## src/rtl/fpAddPkg.sv

```systemverilog
package fpAddPkg;

  // Load strobes issued by the control to each datapath stage register
  typedef struct packed {
    logic ldAlign;
    logic ldAdd;
    logic ldNorm;
  } stageStrobe_t;

endpackage

```

## src/rtl/fpAddCtrl.sv

```systemverilog
module fpAddCtrl
  import fpAddPkg::*;
(
  input  logic         clk,
  input  logic         rst,
  input  logic         inValid,
  output stageStrobe_t stb,
  output logic         outValid
);

  logic alignV, addV, normV;

  always_ff @(posedge clk) begin
    if (rst) begin
      alignV <= 1'b0;
      addV   <= 1'b0;
      normV  <= 1'b0;
    end else begin
      alignV <= inValid;
      addV   <= alignV;
      normV  <= addV;
    end
  end

  // Each stage register loads only when an operation moves into it
  always_comb begin
    stb.ldAlign = inValid;
    stb.ldAdd   = alignV;
    stb.ldNorm  = addV;
  end

  assign outValid = normV;

endmodule

```

## src/rtl/fpAddDatapath.sv

```systemverilog
module fpAddDatapath
  import fpAddPkg::*;
#(
  parameter int EXP_W  = 8,
  parameter int FRAC_W = 23
) (
  input  logic                        clk,
  input  stageStrobe_t                stb,
  input  logic [EXP_W+FRAC_W:0]       opA,
  input  logic [EXP_W+FRAC_W:0]       opB,
  output logic [EXP_W+FRAC_W:0]       sumOut,
  output logic                        inexactOut,
  output logic                        badOut
);

  localparam int WORD_W = 1 + EXP_W + FRAC_W;
  localparam int MAN_W  = FRAC_W + 1;
  localparam int SUM_W  = MAN_W + 1;
  localparam int LZ_W   = $clog2(MAN_W + 1);
  localparam int EW_W   = EXP_W + 2;
  localparam logic [EXP_W-1:0] EXP_ALL1   = {EXP_W{1'b1}};
  localparam logic [EXP_W-1:0] SHIFT_ALL  = EXP_W'(MAN_W);
  localparam logic signed [EW_W-1:0] EXP_TOP = EW_W'((1 << EXP_W) - 1);

  // ---------------- stage 1: exponent alignment ----------------
  logic             signA, signB;
  logic [EXP_W-1:0] expA, expB;
  logic [MAN_W-1:0] manA, manB;
  logic             badA, badB, swapOps;
  logic             bigSign;
  logic [EXP_W-1:0] bigExp, smlExp, expDiff;
  logic [MAN_W-1:0] bigMan, smlMan, smlShifted, lostMask;
  logic             lostAny;

  assign signA = opA[WORD_W-1];
  assign signB = opB[WORD_W-1];
  assign expA  = opA[WORD_W-2 -: EXP_W];
  assign expB  = opB[WORD_W-2 -: EXP_W];
  assign manA  = {expA != '0, opA[FRAC_W-1:0]};
  assign manB  = {expB != '0, opB[FRAC_W-1:0]};
  assign badA  = (expA == EXP_ALL1) || ((expA == '0) && (opA[FRAC_W-1:0] != '0));
  assign badB  = (expB == EXP_ALL1) || ((expB == '0) && (opB[FRAC_W-1:0] != '0));
  assign swapOps = (expB > expA) || ((expB == expA) && (manB > manA));

  always_comb begin
    if (swapOps) begin
      bigSign = signB; bigExp = expB; bigMan = manB;
      smlExp  = expA;  smlMan = manA;
    end else begin
      bigSign = signA; bigExp = expA; bigMan = manA;
      smlExp  = expB;  smlMan = manB;
    end
    expDiff  = bigExp - smlExp;
    lostMask = ~({MAN_W{1'b1}} << expDiff);
    if (expDiff >= SHIFT_ALL) begin
      smlShifted = '0;
      lostAny    = (smlMan != '0);
    end else begin
      smlShifted = smlMan >> expDiff;
      lostAny    = ((smlMan & lostMask) != '0);
    end
  end

  logic             alBad, alSign, alSub, alLost;
  logic [EXP_W-1:0] alExp;
  logic [MAN_W-1:0] alBig, alSml;

  always_ff @(posedge clk) begin
    if (stb.ldAlign) begin
      alBad  <= badA | badB;
      alSign <= bigSign;
      alSub  <= signA ^ signB;
      alLost <= lostAny;
      alExp  <= bigExp;
      alBig  <= bigMan;
      alSml  <= smlShifted;
    end
  end

  // ---------------- stage 2: fraction addition ----------------
  logic [SUM_W-1:0] rawSum;

  assign rawSum = alSub ? ({1'b0, alBig} - {1'b0, alSml})
                        : ({1'b0, alBig} + {1'b0, alSml});

  logic             adBad, adSign, adLost;
  logic [EXP_W-1:0] adExp;
  logic [SUM_W-1:0] adSum;

  always_ff @(posedge clk) begin
    if (stb.ldAdd) begin
      adBad  <= alBad;
      adSign <= alSign;
      adLost <= alLost;
      adExp  <= alExp;
      adSum  <= rawSum;
    end
  end

  // ---------------- stage 3: normalization ----------------
  logic [LZ_W-1:0]         lzCount;
  logic                    lzFound;
  logic signed [EW_W-1:0]  expWide, expNew;
  logic [FRAC_W-1:0]       fracNew;
  logic [WORD_W-1:0]       normWord;

  always_comb begin
    lzCount = '0;
    lzFound = 1'b0;
    for (int i = MAN_W - 1; i >= 0; i--) begin
      if (!lzFound && adSum[i]) begin
        lzCount = LZ_W'(MAN_W - 1 - i);
        lzFound = 1'b1;
      end
    end
  end

  always_comb begin
    expWide = $signed({2'b00, adExp});
    if (adSum[SUM_W-1]) begin
      expNew  = expWide + EW_W'(1);
      fracNew = adSum[FRAC_W:1];
    end else begin
      expNew  = expWide - $signed({{(EW_W-LZ_W){1'b0}}, lzCount});
      fracNew = FRAC_W'(adSum[MAN_W-1:0] << lzCount);
    end

    if (adBad || (adSum == '0) || (expNew <= 0)) begin
      normWord = '0;
    end else if (expNew >= EXP_TOP) begin
      normWord = {adSign, EXP_ALL1, {FRAC_W{1'b0}}};
    end else begin
      normWord = {adSign, expNew[EXP_W-1:0], fracNew};
    end
  end

  always_ff @(posedge clk) begin
    if (stb.ldNorm) begin
      sumOut     <= normWord;
      inexactOut <= adLost & ~adBad;
      badOut     <= adBad;
    end
  end

endmodule

```

## src/rtl/fpAddPipe.sv

```systemverilog
module fpAddPipe
  import fpAddPkg::*;
#(
  parameter int EXP_W  = 8,
  parameter int FRAC_W = 23
) (
  input  logic                  clk,
  input  logic                  rst,
  input  logic                  inValid,
  input  logic [EXP_W+FRAC_W:0] opA,
  input  logic [EXP_W+FRAC_W:0] opB,
  output logic                  outValid,
  output logic [EXP_W+FRAC_W:0] outSum,
  output logic                  outInexact,
  output logic                  outBad
);

  stageStrobe_t stb;
  logic dpInexact, dpBad;

  fpAddCtrl u_ctrl (
    .clk      (clk),
    .rst      (rst),
    .inValid  (inValid),
    .stb      (stb),
    .outValid (outValid)
  );

  fpAddDatapath #(.EXP_W(EXP_W), .FRAC_W(FRAC_W)) u_dp (
    .clk        (clk),
    .stb        (stb),
    .opA        (opA),
    .opB        (opB),
    .sumOut     (outSum),
    .inexactOut (dpInexact),
    .badOut     (dpBad)
  );

  assign outInexact = outValid & dpInexact;
  assign outBad     = outValid & dpBad;

endmodule

```

## config.mk

```make
export PLATFORM = sky130hd
export DESIGN_NAME = fpAddPipe
export DESIGN_NICKNAME = d
export VERILOG_FILES = /design/src/rtl/fpAddPkg.sv /design/src/rtl/fpAddCtrl.sv /design/src/rtl/fpAddDatapath.sv /design/src/rtl/fpAddPipe.sv
export SDC_FILE = /design/constraint.sdc
export NUM_CORES = 1
export LEC_CHECK = 0
export BUFFER_PORTS_ARGS = -buffer_cell sky130_fd_sc_hd__buf_2
export CAP_MARGIN = 20
export CORE_ASPECT_RATIO = 0.7
export CORE_MARGIN = 2
export CORE_UTILIZATION = 35
export DETAILED_ROUTE_END_ITERATION = 8
export MAX_ROUTING_LAYER = met4
export PLACE_DENSITY_LB_ADDON = 0.1
export SYNTH_ARGS = -nofsm -noshare
export SYNTH_HDL_FRONTEND = slang
export SYNTH_SLANG_ARGS = --single-unit
```

## constraint.sdc

```tcl
create_clock -name clk -period 6.6 [get_ports clk]
set_input_delay 0.66 -clock clk [delete_from_list [all_inputs] [get_ports clk]]
set_output_delay 0.66 -clock clk [all_outputs]
set_load 0.005 [all_outputs]
```

## Word level (Yosys, flattened, before mapping)

Index checks and enable logic that the tools add are counted.

- Memory bits (read-only): 0
- Latch bits: 0
- Output and inout port bits: 35
- Register bits: 133
- Bits in writable memories: 0
- Memories kept: 0

- Shift-type cells: 3
- Multiply operators: 0
- Divide/modulo/power cells: 0
- Reductions and logical operators: 64
- $lt $le $gt $ge: 5
- Equal/unequal tests: 3
- Bitwise gates (word level): 8
- Muxes and demuxes: 56
- $add $sub $neg: 5

Operators with widths:

| kind | count |
|---|---|
| $mux 24 | 2 |
| $reduce_bool 24->1 | 2 |
| $reduce_bool 23->1 | 2 |
| $mux 5 | 8 |
| $mux 4 | 8 |
| $mux 31 | 1 |
| $logic_and 1x1->1 | 26 |
| $mux 1 | 26 |
| $add 24x24->25 | 1 |
| $logic_not 25->1 | 1 |
| $mux 25 | 1 |
| $sub 24x24->25 | 1 |
| $and 24x24->24 | 1 |
| $gt 24x24->1 | 1 |
| $not 24->24 | 1 |
| $shl 24x5->23 | 1 |
| $shl 24x8->24 const A | 1 |
| $shr 24x8->24 | 1 |
| $logic_not 1->1 | 23 |
| $mux 23 | 1 |
| $eq 8x8->1 const B | 2 |
| $logic_not 8->1 | 2 |
| $mux 8 | 2 |
| $reduce_bool 8->1 | 2 |
| other kinds (17) | 27 |

## Logic depth before layout (Yosys ltp)

Gate-level depths: netlist of run 1.

- Depth in word-level cells: 75
- Gate-level depth with buffers: 25
- Mapped depth without buffers: 22

## Hierarchy

A second synthesis of run 1 with hierarchy kept.

- Cells, all modules: 1265
- Area total of the unflattened synthesis: 11245.8 µm²

Modules (own cells, without submodules):

| module | cells an instance | sequential area each (µm²) | area an instance (µm²) | times used |
|---|---|---|---|---|
| fpAddDatapath | 1254 | 3903.7 | 11131.9 | 1 |
| fpAddCtrl | 9 | 60.1 | 101.3 | 1 |
| fpAddPipe | 2 | 0.0 | 12.5 | 1 |

## Worst setup path after synthesis of run 1

OpenSTA, ideal clock, no wires.

- Kind: flip-flop to flip-flop
- Start point: reg u_dp.adSum[19]
- End point: reg u_dp.sumOut[16] (data pin)
- Buffers on the path: 3
- Cell stages (with the launch flop): 23
- Path slack: 1.370 ns
- Clock period less this slack: 5.230 ns
- Required time: 6.330 ns
- Library setup time: 0.270 ns
- Arrival: 4.961 ns
- Cells stage by stage: edfxtp_1 nor4_1 nand4_1 nor2_1 o21ai_0 o21a_1 o22a_1 clkbuf_1 inv_2 buf_1 ha_1 nor2b_1 o21ai_0 nand2b_1 a21o_1 nand2_1 nand2_1 o21ai_0 xor2_1 o31ai_1 nand2b_1 clkbuf_1 nor3_1

- Cells in the longest elaborated chain, start to end: 64
- Elaborated cells between the ends (all ways): 88
- Classes of those cells: add/sub: 1; order compare: 2; shift: 1; mux: 41; reduce/logical: 43

RTL lines:

| what | line | RTL |
|---|---|---|
| start: declaration | fpAddDatapath.sv:88 | `logic [SUM_W-1:0] adSum;` |
| start signal: assignment | fpAddDatapath.sv:96 | `adSum <= rawSum;` |
| $logic_and 1x1->1 | fpAddDatapath.sv:111 | `if (!lzFound && adSum[i]) begin` |
| $mux 1 | fpAddDatapath.sv:111 |  |
| $logic_not 1->1 | fpAddDatapath.sv:111 |  |
| $logic_and 1x1->1 | fpAddDatapath.sv:111 |  |
| $mux 1 | fpAddDatapath.sv:111 |  |
| $logic_not 1->1 | fpAddDatapath.sv:111 |  |
| $logic_and 1x1->1 | fpAddDatapath.sv:111 |  |
| $mux 1 | fpAddDatapath.sv:111 |  |
| [48 not listed] | -- |  |
| $logic_not 1->1 | fpAddDatapath.sv:111 |  |
| $logic_and 1x1->1 | fpAddDatapath.sv:111 |  |
| $mux 5 | fpAddDatapath.sv:111 |  |
| $sub 8x5->9 | fpAddDatapath.sv:124 | `expNew = expWide - $signed({{(EW_W-LZ_W){1'b0}}, lzCount});` |
| $mux 10 | fpAddDatapath.sv:120 | `if (adSum[SUM_W-1]) begin` |
| $le 10x1->1 | fpAddDatapath.sv:128 | `if (adBad \|\| (adSum == '0) \|\| (expNew <= 0)) begin` |
| $logic_or 1x1->1 | fpAddDatapath.sv:128 |  |
| $reduce_or 2->1 (no line) | -- |  |
| end signal: assignment | fpAddDatapath.sv:139 | `sumOut <= normWord;` |
| end: declaration | fpAddDatapath.sv:11 | `output logic [EXP_W+FRAC_W:0] sumOut,` |

Several ways; a longest one is shown, not always the timed one.
A chain may end at the register's enable or synchronous reset.

## Final worst setup path of run 1

- Start point: in opA[29]
- End point: reg u_dp.alSml[5] (data pin)

- Cells in the longest elaborated chain, start to end: 7
- Elaborated cells between the ends (all ways): 12
- Classes of those cells: add/sub: 1; order compare: 3; eq/ne: 1; shift: 1; mux: 3; reduce/logical: 3

RTL lines:

| what | line | RTL |
|---|---|---|
| start: declaration | fpAddPipe.sv:10 | `input logic [EXP_W+FRAC_W:0] opA,` |
| $reduce_bool 8->1 | fpAddDatapath.sv:39 | `assign manA = {expA != '0, opA[FRAC_W-1:0]};` |
| $gt 24x24->1 | fpAddDatapath.sv:43 | `assign swapOps = (expB > expA) \|\| ((expB == expA) && (manB > manA));` |
| $logic_and 1x1->1 | fpAddDatapath.sv:43 |  |
| $logic_or 1x1->1 | fpAddDatapath.sv:43 |  |
| $mux 8 | fpAddDatapath.sv:46 | `if (swapOps) begin` |
| $sub 8x8->8 | fpAddDatapath.sv:53 | `expDiff = bigExp - smlExp;` |
| $shr 24x8->24 or $ge 8x5->1 (tied branches) | fpAddDatapath.sv:59, fpAddDatapath.sv:55 |  |
| end signal: assignment | fpAddDatapath.sv:76 | `alSml <= smlShifted;` |
| end: declaration | fpAddDatapath.sv:66 | `logic [MAN_W-1:0] alBig, alSml;` |

Several ways; a longest one is shown, not always the timed one.

==> out/results.tsv, run 1 <==
metric	value	unit
Setup CP Type	in -> reg	
most common cell after layout, fill and taps aside	nor2_1	
fin crit period	5.583	ns
vias in the first global route	9275	
max-cap violation count	0	
Mapped Nets	1387	
root buf cell	clkbuf_16	
gr ovfl total	0	
H-Tree Depth	4	
hold crit path type	reg -> reg	
maximum VDD drop	0.2011	mV
clock buffer depth	2	
area share of the largest cell type after synthesis	34.75	%
Setup WS post-layout	1.017	ns
routed length per instance	19.83	µm
GRT Resource Usage Total	21.88	%
worst setup path start	opA[29]	
CP max FO	22	
global-route wire length before repair	54880	µm
Final Hold Viols	0	
Hold Buf Count CTS	0	
Post-CTS Setup Bufs	0	
Slew Viols, Final	0	
Max Fclk	179.1	MHz
clock sink count	133	
Syn Area/Cell	8.966	µm²
Post-Syn Area	11230	µm²
Worst-Skew Late Latency	0.43	ns
Cell variety after synth	75	
Filler Cells Inserted	3228	
Reg area	3964	µm²
hold_sp	u_dp.alExp[0]	
arrival time worst endpoint	5.74	ns
outcome	finished, final reports clean	
DP Worst Slack	0.7337	ns
Pwr Total	0.003626	W
Hold Slack	0.4153	ns
worst-margin pin slew	1.026	ns
fraction of layout instances using a drive strength above 1	15.87	%
Via Count	9805	
Top FF cell, synth	edfxtp_1	
Mapped Cells	1253	
Reg clk slew, reported paths	0.06	ns
register bit count reported by yosys	133	
Top Ports	102	
initial antenna violation count	0	
Power Density	282.8	nW/µm²
ratio of final minimum period to clock period	84.59	%
Initial Utilization	35.84	%
Post-DRT Antenna Nets	0	
dpl hpwl	27500	µm
Synth area leader	edfxtp_1	
total CTS buffers	17	
setup TNS	0	ns
Initial DRC Count	787	
area of the multi-input gates	6788	µm²
NumNets Final	1476	
area grow syn2layout	14.13	%
Max-slew headroom	31.09	%
RR Startpoint	u_dp.adSum[19]	
Crit. End Element	register	
I/O Buffers	101	
CTS tree	built	
row count	54	
static leakage	5.170	nW
CP required	6.75	ns
commonest cells after routing, fill and taps aside	nor2_1 (180), edfxtp_1 (130), buf_2 (101), mux2i_1 (95), a21oi_1 (87)	
Initial DRT Pass Iterations	5	
Vias per Instance	5.524	
area of the die	33570	µm²
synth top area cells	edfxtp_1 (35%), mux2i_1 (8.5%), ha_1 (7.2%), nor2_1 (6.0%), a21oi_1 (3.9%)	
GPL Wtd Cong	0.9308	
async set-or-reset flop fraction in the synthesized netlist	0	%
final setup skew	0.008673	ns
DIE HEIGHT	153.9	µm
DRC	0	
core box area	31350	µm²
Die X	218.1	µm
Final Setup Violations	0	
# resized after CTS	0	
startpoint type of the worst setup path	input pin	
RSZ-0062 raised after global routing	false	
final wirelength	35200	µm
sequential cell area fraction in the yosys report	35.28	%
number of antenna diodes	0	
Synth Warn #	0	
pin count of the biggest net entering global routing	82	
count of flip-flops with a built-in enable after synthesis	130	
stage by stage:
stage	area, µm²	util [%]	std cells
2_1_floorplan	11230	-	1253
3_3_place_gp	12240	39.04	1743
3_5_place_dp	12240	39.04	1743
4_1_cts	12820	40.90	1775
5_1_grt	12820	40.90	1775
6_report	12820	40.90	1775
critical path, cell delays in order:
cell	delay [ns]
buf_2	0.12
or4_1	0.51
nor2_1	0.33
ha_1	0.20
nand4_1	0.16
nor4_2	0.39
nand2_1	0.24
o221ai_4	0.24
buf_4	0.31
nand2_1	0.10
o22ai_1	0.32
a21o_1	0.26
a31oi_1	0.14
xnor2_1	0.31
a211oi_1	0.53
nand3_1	0.30
o32ai_1	0.59
synth_stat cells, drive strengths merged (3+ instances only):
master   instances
buf             21
a21o            10
edfxtp         130
a21oi           87
a211o            9
a2111oi          6
a211oi          27
and3             4
a22oi            8
o31a             3
o22ai            9
o21a             8
clkbuf          35
nor3            52
nand3b           6
o21bai           3
o31ai            8
mux2i           95
o21ai           45
nor2           180
o221ai           4
o221a            4
a221oi           3
and4             4
inv             70
xor2             9
or3              4
a31oi           19
nand4           16
and2             9
mux2            37
nand3           26
o32ai            3
nand4b           3
nand2b          11
ha              65
xnor2           49
o211ai           3
dfxtp            3
o22a             4
nand2           82
nor2b           25
nor4            21
state kept, by name, summed over array words and instances, names as in the netlist, 8 cells and up:
signal / cells
u_dp.adExp: 8
u_dp.adSum: 25
u_dp.alBig: 24
u_dp.alExp: 8
u_dp.alSml: 24
u_dp.sumOut: 32
path summary, 6_finish.rpt:
kind / to / slack (ns) / cells after the start
max: u_dp.alSml[5] / 1.02 / 17
min: u_dp.adExp[0] / 0.42 / 0
max reg2reg: u_dp.sumOut[19] / 1.34 / 22
min reg2reg: u_dp.adExp[0] / 0.42 / 0
per-layer routing:
| metal | vias up | share of wire [%] | wire, µm | GRT usage, % |
|---|---|---|---|---|
| li1 | 4831 | - | - | - |
| met1 | 4681 | 53 | 18630 | 33.71 |
| met2 | 273 | 39 | 13850 | 28.42 |
| met3 | 20 | 6.8 | 2406 | 5.598 |
| met4 | 0 | 0.87 | 306 | 3.661 |
| met5 | - | 0 | 0 | - |
where the power goes:
group	internal (W)	leakage, nW	switching [W]
logic	0.000594	3.59	0.000919
clock network	0.000559	0.275	0.000390
registers	0.00106	1.30	0.000102
total	0.00221	5.17	0.00141
kinds of logic (layout without fill, tap and decap cells):
kind of cell | Yosys count | count (layout) | synth area share, %
DFF | 133 | 133 | 35.28
AOI/OAI and AO/OA | 282 | 282 | 16.61
adders and majority gates | 68 | 68 | 7.685
xor gates and xnor gates | 58 | 58 | 4.522
and+or+nand+nor | 450 | 450 | 18.87
muxes | 134 | 134 | 12.57
buffers and inverters | 128 | 230 | 4.466
area by class of cell:
type / instances / area share (%)
sequential: 133 / 30.91
clock inverter: 14 / 1.190
timing repair buffer: 126 / 5.406
multi-input combinational: 992 / 52.94
clock buffer: 18 / 3.347
tap: 420 / 4.098
inverter: 72 / 2.108
(Power assumes the default switching activity.)
==> run 2: changes to the inputs <==
- clock period: 6.6 -> 5 ns (I/O delays scaled with it)
==> run 2 against run 1 <==
  * Via count increased by 6.1%
  * Combinational power increased by 52%
  * Critical path depth increased by 1
  * Non-clock buffer count increased by 113
  * Register-to-register slack got worse by 0.86 ns
  * Critical path type unchanged
==> out/results.tsv, run 2 (same netlist as run 1, synthesis figures left out) <==
metric	value	unit
outcome	finished, final reports clean	
root buf cell	clkbuf_16	
Final Setup Violations	0	
CP required	5.14	ns
Initial DRT Pass Iterations	6	
DR WL met3	2375	µm
RR Startpoint	u_dp.alSml[1]	
Hold Buf Count CTS	0	
DIE HEIGHT	153.9	µm
global-route wire length before repair	56290	µm
Top Ports	102	
Initial Utilization	35.84	%
NumNets Final	1589	
most common cell after layout, fill and taps aside	nor2_1	
clock sink count	133	
total CTS buffers	17	
initial antenna violation count	0	
core box area	31350	µm²
hold path cells	2	
Top reg by flops	u_dp.sumOut	
max-cap violation count	0	
fraction of layout instances using a drive strength above 1	22.96	%
routed length per instance	19.41	µm
Vias per Instance	5.511	
worst setup path start	opA[29]	
max reg flops	32	
RSZ-0062 raised after global routing	false	
row count	54	
reg2reg setup slack	0.48	ns
H-Tree Depth	4	
Slew Viols, Final	0	
GPL Wtd Cong	0.9447	
Final Hold Viols	0	
hold_sp	rst	
Crit. End Element	register	
clock buffer depth	2	
DRC	0	
hold path endpoint	u_ctrl.outValid	
routed wl met2	14030	µm
area of the die	33570	µm²
static leakage	5.733	nW
GRT Resource Usage Total	22.64	%
wl on met1	19880	µm
Worst-Skew Late Latency	0.43	ns
Filler Cells Inserted	3133	
ratio of final minimum period to clock period	93.24	%
pin count of the biggest net entering global routing	62	
fin crit period	4.662	ns
maximum VDD drop	0.2414	mV
commonest cells after routing, fill and taps aside	nor2_1 (179), buf_4 (132), edfxtp_1 (130), buf_2 (101), mux2i_1 (95)	
number of antenna diodes	0	
final wirelength	36650	µm
vias in the first global route	9680	
Initial DRC Count	947	
CP max FO	10	
dpl hpwl	29890	µm
area grow syn2layout	22.47	%
Setup CP Type	in -> reg	
Die X	218.1	µm
Worst R2R End	u_dp.adSum[24]	
Power Density	362.6	nW/µm²
worst-margin pin slew	0.9126	ns
Max Fclk	214.5	MHz
Largest regs	u_dp.sumOut: 32 flops, u_dp.adSum: 25 flops	
I/O Buffers	101	
Post-DRT Antenna Nets	0	
DP Worst Slack	-0.2610	ns
arrival time worst endpoint	4.81	ns
Max-slew headroom	38.69	%
final setup skew	0.01087	ns
R2R depth	19	
setup TNS	0	ns
startpoint type of the worst setup path	input pin	
Via Count	10400	
Reg clk slew, reported paths	0.06	ns
Setup WS post-layout	0.3382	ns
hold crit path type	in -> reg	
Highest Signal Layer	met4	
gr ovfl total	0	
CTS tree	built	
-- run 2: changes by cell type in the layout (fill, tap and decap cells not counted), sizes merged --
| cell | delta |
|---|---|
| clkinvlp | -1 |
| inv | +4 |
| buf | +113 |
| bufinv | -2 |
| clkinv | -1 |
-- run 2: layout make-up --
type	count	area (µm²)	area share [%]
clock buffers	18	429.2	3.119
clock inverters	14	117.6	0.8548
inverters	72	270.3	1.964
multi-input cells	992	6845	49.75
flip-flops and latches	133	3964	28.81
well taps	420	525.5	3.819
repair buffers	239	1608	11.69
-- run 2: worst max-delay path by stage --
stage | end | slack (ns) | cells after the start
floorplan | u_dp.sumOut[16] | 0.07 | 22
global placement | u_dp.alLost | -0.12 | 18
detailed placement | u_dp.alLost | -0.26 | 18
CTS | u_dp.alLost | 0.18 | 18
global route | u_dp.sumOut[22] | 0.01 | 21
finish | u_dp.alLost | 0.34 | 18
-- run 2: routing by layer --
layer  GRT usage (%)  vias to the layer above
met2           28.59                      268
met1           35.81                     5056
met4           4.503                        0
met3           4.906                       22
li1                -                     5058
met5               -                        -
-- run 2: timing repair --
action / 4_1_cts / 5_1_grt
buffers inserted: 0 / 2
endpoints found under the setup margin: 0 / 27
resized for setup: 0 / 11
hold endpoints to repair: 0 / 0
-- run 2: per-stage QoR --
stage | instance area (µm²) | hold slack [ns] | util (%) | total power, W | std cells
after floorplan | 11240 | 0.4003 | - | 0.002948 | 1253
after global placement | 13140 | 0.4060 | 41.92 | 0.003792 | 1854
after detailed placement | 13140 | 0.4061 | 41.92 | 0.003789 | 1854
after global routing | 13760 | 0.2578 | 43.89 | 0.005311 | 1888
after CTS | 13690 | 0.2494 | 43.66 | 0.004974 | 1886
final | 13760 | 0.2855 | 43.89 | 0.004989 | 1888
-- run 2: worst max-delay path: stages --
cell,delay (ns)
buf_2,0.10
or4_1,0.53
nor2_2,0.18
ha_1,0.16
nand4_1,0.16
nor4_2,0.24
o221a_2,0.28
o221ai_4,0.12
buf_4,0.21
buf_4,0.18
a221o_1,0.36
a21o_1,0.24
o311ai_2,0.31
o21ai_2,0.16
or3_1,0.50
a22oi_1,0.18
nor4b_2,0.20
a41oi_1,0.18
-- run 2: power breakdown --
| part | internal, W | total [W] | switching (W) |
|---|---|---|---|
| clock network | 0.000647 | 0.00116 | 0.000510 |
| logic | 0.000999 | 0.00230 | 0.00130 |
| registers | 0.00140 | 0.00153 | 0.000133 |
